## src/rtl/fpp_pkg.sv

```systemverilog
// Shared definitions for the fetch phase placement block.
// Assumes resolution code 3 is unused and treats it as lo-res.
package fpp_pkg;

    typedef enum logic [1:0] {
        RES_LO  = 2'd0,
        RES_HI  = 2'd1,
        RES_SH  = 2'd2,
        RES_RSV = 2'd3
    } res_e;

    // Shift amount applied to grid period (right) and pixel rate (left).
    function automatic logic [1:0] res_shift(input logic [1:0] res_code);
        return (res_code == RES_RSV) ? 2'd0 : res_code;
    endfunction

endpackage

```

## src/rtl/fpp_phase_unit.sv

```systemverilog
// Decides for one playfield whether its scroll covers the fetch lateness.
// Assumes GRID_LORES is a power of two and LORES_RATE is lo-res px per cck.
module fpp_phase_unit #(
    parameter int START_W    = 8,
    parameter int SCROLL_W   = 4,
    parameter int GRID_LORES = 8,
    parameter int LORES_RATE = 2
) (
    input  logic [START_W-1:0]  fetch_start,
    input  logic [1:0]          res_mode,
    input  logic                single_word,
    input  logic [SCROLL_W-1:0] scroll,
    output logic                adv_hit
);
    import fpp_pkg::*;

    localparam int ADV_MAX = GRID_LORES * LORES_RATE;
    localparam int LAT_W   = $clog2(ADV_MAX) + 1;

    logic [1:0]         sh;
    logic [START_W-1:0] period;
    logic [START_W-1:0] phase;
    logic [LAT_W-1:0]   lateness;

    // Grid phase, lateness in native px and the covered decision.
    always_comb begin
        sh       = res_shift(res_mode);
        period   = START_W'(GRID_LORES >> sh);
        phase    = fetch_start & (period - 1'b1);
        lateness = LAT_W'(int'(phase) * (LORES_RATE << sh));
        adv_hit  = single_word && (phase != '0) && (int'(lateness) <= int'(scroll));
    end

endmodule

```

## src/rtl/fpp_delay_calc.sv

```systemverilog
// Forms the row advance and the signed per-plane delays from the two
// playfield decisions. Even planes belong to playfield 1, odd to playfield 2.
module fpp_delay_calc #(
    parameter int NUM_PLANES = 6,
    parameter int SCROLL_W   = 4,
    parameter int PCNT_W     = 3,
    parameter int ADV_MAX    = 16,
    parameter int ADV_W      = 5,
    parameter int DELAY_W    = 6
) (
    input  logic [SCROLL_W-1:0]      pf1_scroll,
    input  logic [SCROLL_W-1:0]      pf2_scroll,
    input  logic                     pf1_hit,
    input  logic                     pf2_hit,
    input  logic [PCNT_W-1:0]        plane_cnt,
    output logic [ADV_W-1:0]         row_adv,
    output logic signed [DELAY_W-1:0] delay [NUM_PLANES]
);
    logic row_hit;

    // Row advance: playfield 1, or the larger of both with two or more planes.
    always_comb begin
        row_hit = pf1_hit | ((int'(plane_cnt) >= 2) & pf2_hit);
        row_adv = row_hit ? ADV_W'(ADV_MAX) : '0;
    end

    for (genvar p = 0; p < NUM_PLANES; p++) begin : g_plane
        localparam bit ODD = (p % 2) == 1;
        logic [SCROLL_W-1:0] scr;
        logic                own_hit;

        // Rebase this plane's scroll against the row origin.
        always_comb begin
            scr      = ODD ? pf2_scroll : pf1_scroll;
            own_hit  = ODD ? pf2_hit : pf1_hit;
            delay[p] = DELAY_W'(int'(scr) + (row_hit ? ADV_MAX : 0) - (own_hit ? ADV_MAX : 0));
        end
    end

endmodule

```

## src/rtl/fpp_line_latch.sv

```systemverilog
// Holds the per-line placement results between line-load strobes.
module fpp_line_latch #(
    parameter int NUM_PLANES = 6,
    parameter int PCNT_W     = 3,
    parameter int ADV_W      = 5,
    parameter int DELAY_W    = 6
) (
    input  logic                      clk,
    input  logic                      rst_n,
    input  logic                      line_load,
    input  logic [ADV_W-1:0]          row_adv_d,
    input  logic signed [DELAY_W-1:0] delay_d [NUM_PLANES],
    input  logic [PCNT_W-1:0]         plane_cnt_d,
    output logic [ADV_W-1:0]          row_adv_q,
    output logic signed [DELAY_W-1:0] delay_q [NUM_PLANES],
    output logic [PCNT_W-1:0]         plane_cnt_q
);
    // Capture advance and plane count once per line.
    always_ff @(posedge clk) begin
        if (!rst_n) begin
            row_adv_q   <= '0;
            plane_cnt_q <= '0;
        end else if (line_load) begin
            row_adv_q   <= row_adv_d;
            plane_cnt_q <= plane_cnt_d;
        end
    end

    for (genvar p = 0; p < NUM_PLANES; p++) begin : g_hold
        // Capture this plane's delay once per line.
        always_ff @(posedge clk) begin
            if (!rst_n)         delay_q[p] <= '0;
            else if (line_load) delay_q[p] <= delay_d[p];
        end
    end

endmodule

```

## src/rtl/fpp_delay_sampler.sv

```systemverilog
// Applies each plane's delay to its data word and registers the colour index.
// Assumes word MSB is fetch pixel 0 and pix_x counts native pixels.
module fpp_delay_sampler #(
    parameter int NUM_PLANES = 6,
    parameter int PCNT_W     = 3,
    parameter int DELAY_W    = 6,
    parameter int PIX_W      = 10,
    parameter int WORD_W     = 16
) (
    input  logic                      clk,
    input  logic                      rst_n,
    input  logic signed [DELAY_W-1:0] delay_q [NUM_PLANES],
    input  logic [PCNT_W-1:0]         plane_cnt_q,
    input  logic [PIX_W-1:0]          pix_x,
    input  logic [NUM_PLANES*WORD_W-1:0] plane_words,
    output logic [NUM_PLANES-1:0]     colour_idx
);
    localparam int IDX_W = $clog2(WORD_W);

    logic [NUM_PLANES-1:0] bit_d;

    for (genvar p = 0; p < NUM_PLANES; p++) begin : g_tap
        int               fx;
        logic [IDX_W-1:0] bidx;
        logic [WORD_W-1:0] word;

        // Select this plane's bit at the delayed fetch position.
        always_comb begin
            word = plane_words[p*WORD_W +: WORD_W];
            fx   = int'(pix_x) - int'(delay_q[p]);
            bidx = IDX_W'(WORD_W - 1 - fx);
            if ((int'(plane_cnt_q) > p) && (fx >= 0) && (fx < WORD_W))
                bit_d[p] = word[bidx];
            else
                bit_d[p] = 1'b0;
        end
    end

    // Register the assembled colour index.
    always_ff @(posedge clk) begin
        if (!rst_n) colour_idx <= '0;
        else        colour_idx <= bit_d;
    end

endmodule

```

## src/rtl/fpp_phase_place.sv

```systemverilog
// Top of the fetch phase placement block: two playfield phase units,
// delay formation, per-line latch and the delay sampler.
// Assumes line_load is a single-cycle strobe at the start of each line.
module fpp_phase_place #(
    parameter int NUM_PLANES = 6,
    parameter int START_W    = 8,
    parameter int SCROLL_W   = 4,
    parameter int GRID_LORES = 8,
    parameter int LORES_RATE = 2,
    parameter int PIX_W      = 10,
    parameter int WORD_W     = 16,
    localparam int ADV_MAX   = GRID_LORES * LORES_RATE,
    localparam int ADV_W     = $clog2(ADV_MAX + 1),
    localparam int SCROLL_MAX = (1 << SCROLL_W) - 1,
    localparam int DELAY_W   = $clog2(SCROLL_MAX + ADV_MAX + 1) + 1,
    localparam int PCNT_W    = $clog2(NUM_PLANES + 1)
) (
    input  logic                          clk,
    input  logic                          rst_n,
    input  logic                          line_load,
    input  logic [START_W-1:0]            fetch_start,
    input  logic [1:0]                    res_mode,
    input  logic                          single_word,
    input  logic [PCNT_W-1:0]             plane_cnt,
    input  logic [SCROLL_W-1:0]           pf1_scroll,
    input  logic [SCROLL_W-1:0]           pf2_scroll,
    input  logic [PIX_W-1:0]              pix_x,
    input  logic [NUM_PLANES*WORD_W-1:0]  plane_words,
    output logic [ADV_W-1:0]              row_advance,
    output logic [NUM_PLANES*DELAY_W-1:0] plane_delay,
    output logic [NUM_PLANES-1:0]         colour_idx
);
    logic                      hit [2];
    logic [ADV_W-1:0]          row_adv_d;
    logic signed [DELAY_W-1:0] delay_d [NUM_PLANES];
    logic signed [DELAY_W-1:0] delay_q [NUM_PLANES];
    logic [PCNT_W-1:0]         plane_cnt_q;

    for (genvar f = 0; f < 2; f++) begin : g_pf
        fpp_phase_unit #(
            .START_W(START_W), .SCROLL_W(SCROLL_W),
            .GRID_LORES(GRID_LORES), .LORES_RATE(LORES_RATE)
        ) u_phase (
            .fetch_start(fetch_start),
            .res_mode   (res_mode),
            .single_word(single_word),
            .scroll     ((f == 0) ? pf1_scroll : pf2_scroll),
            .adv_hit    (hit[f])
        );
    end

    fpp_delay_calc #(
        .NUM_PLANES(NUM_PLANES), .SCROLL_W(SCROLL_W), .PCNT_W(PCNT_W),
        .ADV_MAX(ADV_MAX), .ADV_W(ADV_W), .DELAY_W(DELAY_W)
    ) u_calc (
        .pf1_scroll(pf1_scroll),
        .pf2_scroll(pf2_scroll),
        .pf1_hit   (hit[0]),
        .pf2_hit   (hit[1]),
        .plane_cnt (plane_cnt),
        .row_adv   (row_adv_d),
        .delay     (delay_d)
    );

    fpp_line_latch #(
        .NUM_PLANES(NUM_PLANES), .PCNT_W(PCNT_W),
        .ADV_W(ADV_W), .DELAY_W(DELAY_W)
    ) u_latch (
        .clk        (clk),
        .rst_n      (rst_n),
        .line_load  (line_load),
        .row_adv_d  (row_adv_d),
        .delay_d    (delay_d),
        .plane_cnt_d(plane_cnt),
        .row_adv_q  (row_advance),
        .delay_q    (delay_q),
        .plane_cnt_q(plane_cnt_q)
    );

    fpp_delay_sampler #(
        .NUM_PLANES(NUM_PLANES), .PCNT_W(PCNT_W), .DELAY_W(DELAY_W),
        .PIX_W(PIX_W), .WORD_W(WORD_W)
    ) u_sampler (
        .clk        (clk),
        .rst_n      (rst_n),
        .delay_q    (delay_q),
        .plane_cnt_q(plane_cnt_q),
        .pix_x      (pix_x),
        .plane_words(plane_words),
        .colour_idx (colour_idx)
    );

    for (genvar p = 0; p < NUM_PLANES; p++) begin : g_out
        // Flatten the latched delays onto the output bus.
        assign plane_delay[p*DELAY_W +: DELAY_W] = delay_q[p];
    end

endmodule

```

## config.mk

```make
export PLATFORM = sky130hd
export DESIGN_NAME = fpp_phase_place
export DESIGN_NICKNAME = d
export VERILOG_FILES = /design/src/rtl/fpp_pkg.sv /design/src/rtl/fpp_phase_unit.sv /design/src/rtl/fpp_delay_calc.sv /design/src/rtl/fpp_line_latch.sv /design/src/rtl/fpp_delay_sampler.sv /design/src/rtl/fpp_phase_place.sv
export SDC_FILE = /design/constraint.sdc
export NUM_CORES = 1
export LEC_CHECK = 0
export BUFFER_PORTS_ARGS = -buffer_cell sky130_fd_sc_hd__buf_2
export CAP_MARGIN = 15
export CORE_MARGIN = 5
export CORE_UTILIZATION = 42
export CTS_CLUSTER_DIAMETER = 60
export DETAILED_ROUTE_END_ITERATION = 12
export PLACE_DENSITY = 0.84
export SLEW_MARGIN = 20
export SYNTH_ARGS = -nofsm -noshare
export SYNTH_HDL_FRONTEND = slang
export SYNTH_SLANG_ARGS = --single-unit
```

## constraint.sdc

```tcl
create_clock -name clk -period 4.4 [get_ports clk]
set_input_delay 1.32 -clock clk [delete_from_list [all_inputs] [get_ports clk]]
set_output_delay 1.32 -clock clk [all_outputs]
set_load 0.05 [all_outputs]
```

# Yosys cells after proc, flatten, opt, wreduce, memory -nomap -nowiden
# Cells that the tools add are included.
# op_classes
add_sub_neg	9
reduce_logical	22
eq_ne	1
mux	17
shifts	2
magnitude_cmp	15
mul	1
n_bitwise	3
# op_table
op	count
9-bit by 32-bit multiplier with 5-bit output	1
2-bit by 2-bit left shift with 32-bit output (first input constant)	1
1-bit binary-select mux with 4-bit select	6
12-bit by 1-bit greater-or-equal comparator with 1-bit output (second input constant)	2
12-bit by 6-bit less-than comparator with 1-bit output (second input constant)	2
11-bit by 6-bit subtractor with 12-bit output	2
5-bit 2-to-1 mux	4
1-bit logical AND	15
5-bit by 6-bit adder with 6-bit output	2
2-bit AND reduction	6
6-bit subtractor	2
5-bit by 4-bit less-or-equal comparator with 1-bit output	2
4-bit by 5-bit less-than comparator with 1-bit output (second input constant)	2
8-bit bitwise AND	1
8-bit nonzero test	1
4-bit by 2-bit >> shifter with 8-bit output (first input constant)	1
1-bit by 4-bit subtractor with 4-bit output (first input constant)	2
8-bit by 1-bit subtractor with 8-bit output (second input constant)	1
3-bit by 1-bit > comparator with 1-bit output (second input constant)	2
3-bit by 2-bit > comparator with 1-bit output (second input constant)	2
3-bit > comparator (second input constant)	2
1-bit 2-to-1 mux	6
3-bit by 2-bit greater-or-equal comparator with 1-bit output (second input constant)	1
2-bit == test (second input constant)	1
3 further kinds	3
# word_totals
in_bits	131
output_inout_bits	47
elab_cells	80
reg_bits	26

# Logic depth before layout (Yosys ltp)
# Gate-level depths: netlist of the first run.
# depth
ltp_word	13
ltp_mapped	17
depth_no_buf	17

# By module
# Synthesis of the first run repeated with hierarchy kept, for this count alone.
# unflattened
cells_unflattened	726
hier_area_um2	6591.3
# modules_own_cells
mod	area_per_inst_um2	n_inst	seq_area_each_um2	cells_each
fpp_delay_sampler	3809.9	1	120.1	450
fpp_line_latch	1702.9	1	880.8	141
fpp_phase_unit	370.4	2	0.0	44
fpp_delay_calc	337.8	1	0.0	47

# Worst setup path after synthesis of the first run
# No wires, ideal clock.
# synth_path
path_kind	input to register
start	input res_mode[0]
end	register u_latch.delay_q[29] in the netlist's numbering
path_slack_ps	209
required_time_ps	4334
path_stages	16
arrival_ps	4125
path_buffers	0
setup_ps	66
cell_sequence	inv_1 -> ha_1 -> nor2b_1 -> and2_1 -> ha_1 -> ha_1 -> ha_1 -> ha_1 -> nor2b_1 -> o21ai_0 -> o21ai_0 -> a21boi_0 -> ha_1 -> nor2_1 -> mux2i_1 -> nor2b_1
# synth_between
elab_chain_cells	13
elab_cells_between_ends	19
cone_classes	3 x add/sub; 1 x mul; 2 x order compare; 1 x eq/ne; 2 x shift; 3 x mux; 3 x bitwise; 4 x reduce/logical
# synth_lines
element	line	source
start: declaration	fpp_phase_place.sv:22	input logic [1:0] res_mode,
2-bit == test	fpp_pkg.sv:14	return (res_code == RES_RSV) ? 2'd0 : res_code;
2-bit 2-to-1 mux (*)	fpp_pkg.sv:14	
4-bit by 2-bit >> shifter with 8-bit output	fpp_phase_unit.sv:28	period = START_W'(GRID_LORES >> sh);
8-bit by 1-bit subtractor with 8-bit output	fpp_phase_unit.sv:29	phase = fetch_start & (period - 1'b1);
8-bit bitwise AND	fpp_phase_unit.sv:29	
9-bit by 32-bit multiplier with 5-bit output / 8-bit nonzero test (equally long branches)	fpp_phase_unit.sv:30, fpp_phase_unit.sv:31	
5-bit by 4-bit less-or-equal comparator with 1-bit output / 1-bit logical AND (equally long branches)	fpp_phase_unit.sv:31	adv_hit = single_word && (phase != '0) && (int'(lateness) <= int'(scroll));
1-bit logical AND	fpp_phase_unit.sv:31	
1-bit bitwise AND	fpp_delay_calc.sv:23	row_hit = pf1_hit | ((int'(plane_cnt) >= 2) & pf2_hit);
1-bit OR (*)	fpp_delay_calc.sv:23	
via u_calc.row_hit	fpp_delay_calc.sv:19	logic row_hit;
5-bit 2-to-1 mux (*)	fpp_delay_calc.sv:36	delay[p] = DELAY_W'(int'(scr) + (row_hit ? ADV_MAX : 0) - (own_hit ? ADV_MAX : 0));
5-bit by 6-bit adder with 6-bit output (*)	fpp_delay_calc.sv:36	
6-bit subtractor (*)	fpp_delay_calc.sv:36	
end signal: indexed assignment	fpp_line_latch.sv:33	else if (line_load) delay_q[p] <= delay_d[p];
end: declaration	fpp_line_latch.sv:15	output logic signed [DELAY_W-1:0] delay_q [NUM_PLANES],
# Mark *: on every way through the listed nets, which the timed path passes. The rest lies on a longest branch.
# A chain may end at the register's enable or synchronous reset.

# Final worst setup path of the first run
# Ends and elaborated chain as after synthesis.

==> impl_metrics.yaml, run 1 <==
run_status:
  status: "complete, no violations"
power:
  combPwrFrac_pct: 58.4
  p_total_mw: 0.9956
  switching_share_pct: 39.94
  intPower_mw: 0.5979
  max-vdd-ir-drop_mv: 0.1420
  p_clk_share_pct: 19.4
  leakagePower_nw: 2.066
  powerDensity_nw_per_um2: 242.2
  power.switching_mw: 0.3977
  pwr-share-seq_pct: 22.2
placement:
  hpwl_mm: 8.098
  io_buffers: 172
  placed_area_sq_um: 4033
  gp_congestion: 0.7892
layout:
  drive_above_1_share_pct: 44.83
  stdcell_area_sq_um: 4111
  fill_cells: 670
  fin_nets: 665
  syn_to_final_growth_pct: 27.27
  antenna_cells: 0
sta:
  fmax_ghz: 0.2433
  fin_crit_sh_pct: 93.42
  worst_pin_slew_ps: 698.0
  slew_headroom_pct: 53.47
  drv_slew: 0
  period_needed_ps: 4110
  setup_viol: 0
  hold_violations: 0
  rsz0062_at_grt: "false"
  finClkSkew_ps: 2.842
clock_tree:
  cts_max_level: 1
  cts_root_buf: "clkbuf_8"
  cts.sinks: 22
  numCtsBuffers: 3
  clkLatencyLatePin_ps: 270
  cts_tree: "built"
  clkTransAtPathRegs_ps: 80
  clock_path_buffers: 2
critical_path:
  cp_slowest_cell: "ha_1"
  path_cells: "buf_2, inv_1, ha_1, nor2b_1, and2_1, ha_1, ha_1, ha_1, xor2_1, xnor2_1, xnor2_1, xnor2_1, o311a_1, a21boi_1, ha_1, nor2_1, mux2i_1, nor2b_1"
  start_kind: "primary input"
  slowest_delay_ps: 280
  crit_arrival_ps: 4320
  required_ps: 4610
  crit_path_frequent_cell: "ha_1"
  path_max_fanout: 3
  endpoint_kind: "flop"
  crit_type: "in -> reg"
logic_synthesis:
  ys_async_sr_fraction_pct: 0
  synth.most_common_cell: "ha_1"
  yosysSeqAreaShare_pct: 13.63
  ys_top_cells_by_area: "mux4_2 (20%), ha_1 (15%), dfxtp_1 (14%), buf_4 (6.5%), mux2i_1 (4.3%)"
  ys_warn_count: 0
  avgSynthCellArea_sq_um: 9.419
  synthFlopType: "dfxtp_1"
  synth_seq_cells: 22
  netlist_area_sq_um: 3231
  yosysTopAreaCell: "mux4_2"
  synth_edf_count: 0
  synth_cells: 343
  synth_common_cells: "ha_1 (38), inv_1 (30), mux4_2 (29)"
  synth_top_cell_area_share_pct: 20.22
  synthDistinctLibCells: 62
route:
  detail_route.first_pass.iterations: 4
  wl_per_cell_um: 15.67
  route.antenna.remaining_nets: 0
  first_iter_violations: 122
  routed_wl_mm: 9.321
  route.vias.total: 3247
  drc: 0
  via_per_inst: 5.457
global_route:
  grt_first_pass_wirelength_mm: 15.39
  grt_max_degree: 24
  antenna_found_initial: 0
  grt_usage_pct: 19.26
  grt_pass1_vias: 3426
  grt_overflow: 0
die:
  core_area_sq_um: 7607
  dieArea_sq_um: 9546
  start_util_pct: 42.47
  rows: 32
  die_w_um: 97.71
  io_pins: 178
  die_h_um: 97.71
min_path:
  min_path_type: "reg -> reg"
job:
  cap_violations: 0
sequential cells by signal, indices dropped and copies added (netlist names):
| signal | count |
|---|---|
| u_latch.plane_cnt_q | 3 |
| u_latch.delay_q | 12 |
| u_sampler.colour_idx | 6 |
| u_latch.row_adv_q | 1 |
layout make-up:
| cell class | count | area (sq um) | share of cell area [%] |
|---|---|---|---|
| multi-input cells | 258 | 2446 | 59.49 |
| clock inverters | 1 | 30.03 | 0.7304 |
| inverters | 30 | 112.6 | 2.739 |
| clock buffers | 3 | 41.29 | 1.004 |
| repair buffers | 179 | 913.4 | 22.22 |
| well taps | 102 | 127.6 | 3.104 |
| flip-flops and latches | 22 | 440.4 | 10.71 |
final timing paths:
path / startpoint / end / slack [ps] / depth (start not counted)
max: res_mode[0] / u_latch.delay_q[29] / 290 / 18
min: u_latch.delay_q[35] / u_latch.delay_q[35] / 550 / 2
max reg2reg: u_latch.delay_q[30] / u_sampler.colour_idx[2] / 1430 / 10
min reg2reg: u_latch.delay_q[35] / u_latch.delay_q[35] / 550 / 2
layer usage:
| layer | track usage (%) | vias up | share of wire (%) |
|---|---|---|---|
| met5 | 0 | - | 0 |
| met4 | 4.899 | 0 | 2.1 |
| met3 | 4.235 | 15 | 9.5 |
| met2 | 35.69 | 162 | 51 |
| met1 | 22.36 | 1516 | 38 |
| li1 | - | 1554 | - |
critical path, delay by kind of cell:
kind | cells | cell delay [ps]
simple gates | 4 | 510
xor+xnor | 4 | 650
buf+inv | 2 | 160
mux | 1 | 70
fa+ha+maj | 5 | 1190
compound gates | 2 | 430
per-stage QoR:
step / hold slack [ps] / setup TNS [ps] / worst slack, ps / instances / utilization, %
after detailed placement: 539.6 / -268.4 / -176.8 / 590 / 53.01
after CTS: 553.1 / 0 / 94.84 / 594 / 53.95
final: 552.9 / 0 / 289.6 / 595 / 54.05
after global routing: 592.9 / 0 / 65.13 / 595 / 54.05
after global placement: 539.6 / 0 / 17.44 / 590 / 53.01
after floorplan: 489.6 / 0 / 209.5 / 346 / -
cell families after synthesis:
family                   count (synthesis)  synth area share, %
AND/OR/NAND/NOR                         87                14.91
AO/OA/AOI/OAI                           69                15.61
flip-flops                              22                13.63
XOR/XNOR                                13                3.524
other                                    1               0.1161
adder cells (fa/ha/maj)                 40                15.96
buffers and inverters                   66                11.00
multiplexers                            45                25.25
repair_timing:
item / CTS / global route
gates resized for setup: 0 / 2
hold buffers: 0 / 0
buffers inserted: 0 / 1
setup endpoints to repair: 0 / 2
power groups by stage:
| stage | Clock (mW) | Sequential (mW) | Combinational (mW) |
|---|---|---|---|
| 6_report | 0.193 | 0.221 | 0.581 |
| 5_1_grt | 0.202 | 0.224 | 0.637 |
| 4_1_cts | 0.194 | 0.221 | 0.581 |
| 3_5_place_dp | 0 | 0.226 | 0.578 |
| 3_3_place_gp | 0 | 0.226 | 0.560 |
| 2_1_floorplan | 0 | 0.250 | 0.412 |
layout by cell type (no fill, tap or decap), drive strengths merged, types with 2 or more instances in the layout:
cell type	netlist	routed
nor3	5	5
nand4	3	3
nand2	16	16
fa	2	2
a21o	9	9
mux2i	14	14
nor2	18	18
xnor2	9	9
o21a	2	2
dfxtp	22	22
nor4	2	2
o21ai	11	11
o2111ai	4	4
nor2b	19	19
xor2	4	4
mux2	2	2
a31oi	2	2
inv	30	30
or3	2	2
a21boi	5	5
buf	30	179
o311ai	3	3
a211oi	4	4
ha	38	38
a2111oi	2	2
and2	5	5
nand2b	2	2
a21oi	12	12
a221oi	2	2
and3	4	4
mux4	29	29
clkbuf	6	3
conb	1	4
nand3	3	3
Note: power is estimated with default switching activity, not from simulation.
==> run 2: changes to the inputs <==
--- a/config.mk
+++ b/config.mk
@@ -7,9 +7,10 @@
 export LEC_CHECK = 0
 export BUFFER_PORTS_ARGS = -buffer_cell sky130_fd_sc_hd__buf_2
 export CAP_MARGIN = 15
+export CORE_ASPECT_RATIO = 1.4
 export CORE_MARGIN = 5
 export CORE_UTILIZATION = 42
-export CTS_CLUSTER_DIAMETER = 60
+export CTS_CLUSTER_DIAMETER = 120
 export DETAILED_ROUTE_END_ITERATION = 12
 export PLACE_DENSITY = 0.84
 export SLEW_MARGIN = 20
==> run 2 against run 1 <==
- cell count down 0.84%
- die area up 0.25%
- sequential cell count unchanged
- clock skew increased by 4.8 ps
- count of clock-buffer cells in the layout unchanged
- register-to-register slack barely moved
- global-route usage rose by 0.88 points
- critical endpoint unchanged
- largest cell class unchanged
- highest routed layer is now met5
==> impl_metrics.yaml, run 2 (synthesis gave the netlist of run 1 again) <==
layout:
  top_register: "u_latch.delay_q"
  stdcell_area_sq_um: 4109
  layout_commonest_cell: "buf_2"
  layout_common_cells: "buf_2 (172), ha_1 (38), inv_1 (30)"
  largestRegisters: "u_latch.delay_q (12), u_sampler.colour_idx (6), u_latch.plane_cnt_q (3)"
  fill_cells: 698
  syn_to_final_growth_pct: 27.19
  antenna_cells: 0
  drive_above_1_share_pct: 45.03
  largest_reg_flops: 12
  fin_nets: 665
critical_path:
  path_max_fanout: 3
  start_kind: "primary input"
  crit_type: "in -> reg"
  required_ps: 4600
  endpoint_kind: "flop"
  crit_arrival_ps: 4380
clock_tree:
  numCtsBuffers: 3
  cts_root_buf: "clkbuf_8"
  cts.sinks: 22
  clkLatencyLatePin_ps: 270
  clock_path_buffers: 2
  cts_max_level: 1
  cts_tree: "built"
  cts_hold_buf: 0
  clkTransAtPathRegs_ps: 70
sta:
  drv_slew: 0
  setup_viol: 0
  rsz0062_at_grt: "false"
  holdWs_ps: 533.1
  finClkSkew_ps: 7.600
  fmax_ghz: 0.2389
  worst_pin_slew_ps: 688.6
  period_needed_ps: 4186
  fin_crit_sh_pct: 95.13
  hold_violations: 0
  slew_headroom_pct: 54.09
global_route:
  grt_usage_pct: 20.14
  antenna_found_initial: 1
  grt_overflow: 0
  grt_max_degree: 24
  grt_pass1_vias: 3635
  grt_first_pass_wirelength_mm: 16.01
power:
  powerDensity_nw_per_um2: 241.4
  max-vdd-ir-drop_mv: 0.1274
  leakagePower_nw: 2.067
route:
  wl_per_cell_um: 16.93
  first_iter_violations: 124
  detail_route.first_pass.iterations: 4
  route.vias.total: 3312
  drc: 0
  route.antenna.remaining_nets: 0
  routed_wl_mm: 9.988
  via_per_inst: 5.614
placement:
  gp_congestion: 0.9124
  hpwl_mm: 8.738
  placed_area_sq_um: 4034
  io_buffers: 172
job:
  cap_violations: 0
die:
  dieArea_sq_um: 9570
  core_area_sq_um: 7453
  start_util_pct: 43.34
  die_h_um: 113.8
  io_pins: 178
  die_w_um: 84.12
  rows: 37
run_status:
  status: "complete, no violations"
min_path:
  min_path_type: "reg -> reg"
[run 2: worst max-delay path, stage by stage]
cell and delay, ps:
buf_2 110, inv_1 60, ha_1 210, nor2b_1 140, and2_1 150, ha_1 240, ha_1 280, ha_1 310
ha_1 290, nor2b_1 150, o21ai_1 180, o21ai_0 170, a21boi_2 200, ha_1 260, nor2_1 110, mux2i_1 80
nor2b_1 140
[run 2: per-stage QoR]
step                TNS, ps  util, %  instances  setup slack, ps  power (mW)
finish                    0    55.13        590            214.1      0.9919
global route              0    55.13        590            25.43       1.055
CTS                       0    55.08        590            140.1      0.9915
detailed placement   -73.03    54.12        586           -73.03      0.8034
global placement          0    54.12        586            17.68      0.7790
floorplan                 0        -        346            209.5      0.6615
[run 2: final timing paths]
| check | startpoint | to | slack [ps] | cells after the start |
|---|---|---|---|---|
| setup reg to reg | u_latch.delay_q[30] | u_sampler.colour_idx[2] | 1440 | 10 |
| hold / removal | u_latch.delay_q[35] | u_latch.delay_q[35] | 530 | 2 |
| setup / recovery | res_mode[0] | u_latch.delay_q[29] | 210 | 17 |
| hold reg to reg | u_latch.delay_q[35] | u_latch.delay_q[35] | 530 | 2 |
[run 2: layout make-up]
class / instances / area [sq um] / share of cell area, %
Inverter: 30 / 112.6 / 2.741
Sequential cell: 22 / 440.4 / 10.72
Tap cell: 97 / 121.4 / 2.954
Multi-Input combinational cell: 258 / 2450 / 59.62
Clock inverter: 1 / 30.03 / 0.7308
Timing Repair Buffer: 179 / 913.4 / 22.23
Clock buffer: 3 / 41.29 / 1.005
[run 2: power breakdown]
group / total (mW) / internal [mW] / switching, mW
Sequential: 0.221 / 0.209 / 0.0126
Combinational: 0.582 / 0.265 / 0.317
Clock: 0.188 / 0.122 / 0.0668
Total: 0.992 / 0.595 / 0.397
[run 2: per-layer routing]
layer | vias up | GRT usage [%] | wire, um
met5 | - | 0 | 13
met4 | 2 | 8.262 | 335
met3 | 27 | 2.818 | 629
met2 | 163 | 40.04 | 5555
met1 | 1558 | 20.62 | 3453
li1 | 1562 | - | -
[run 2: timing repair]
item	in CTS	in global routing
gates resized for setup	0	3
setup buffers	0	0
setup endpoints to repair	0	1
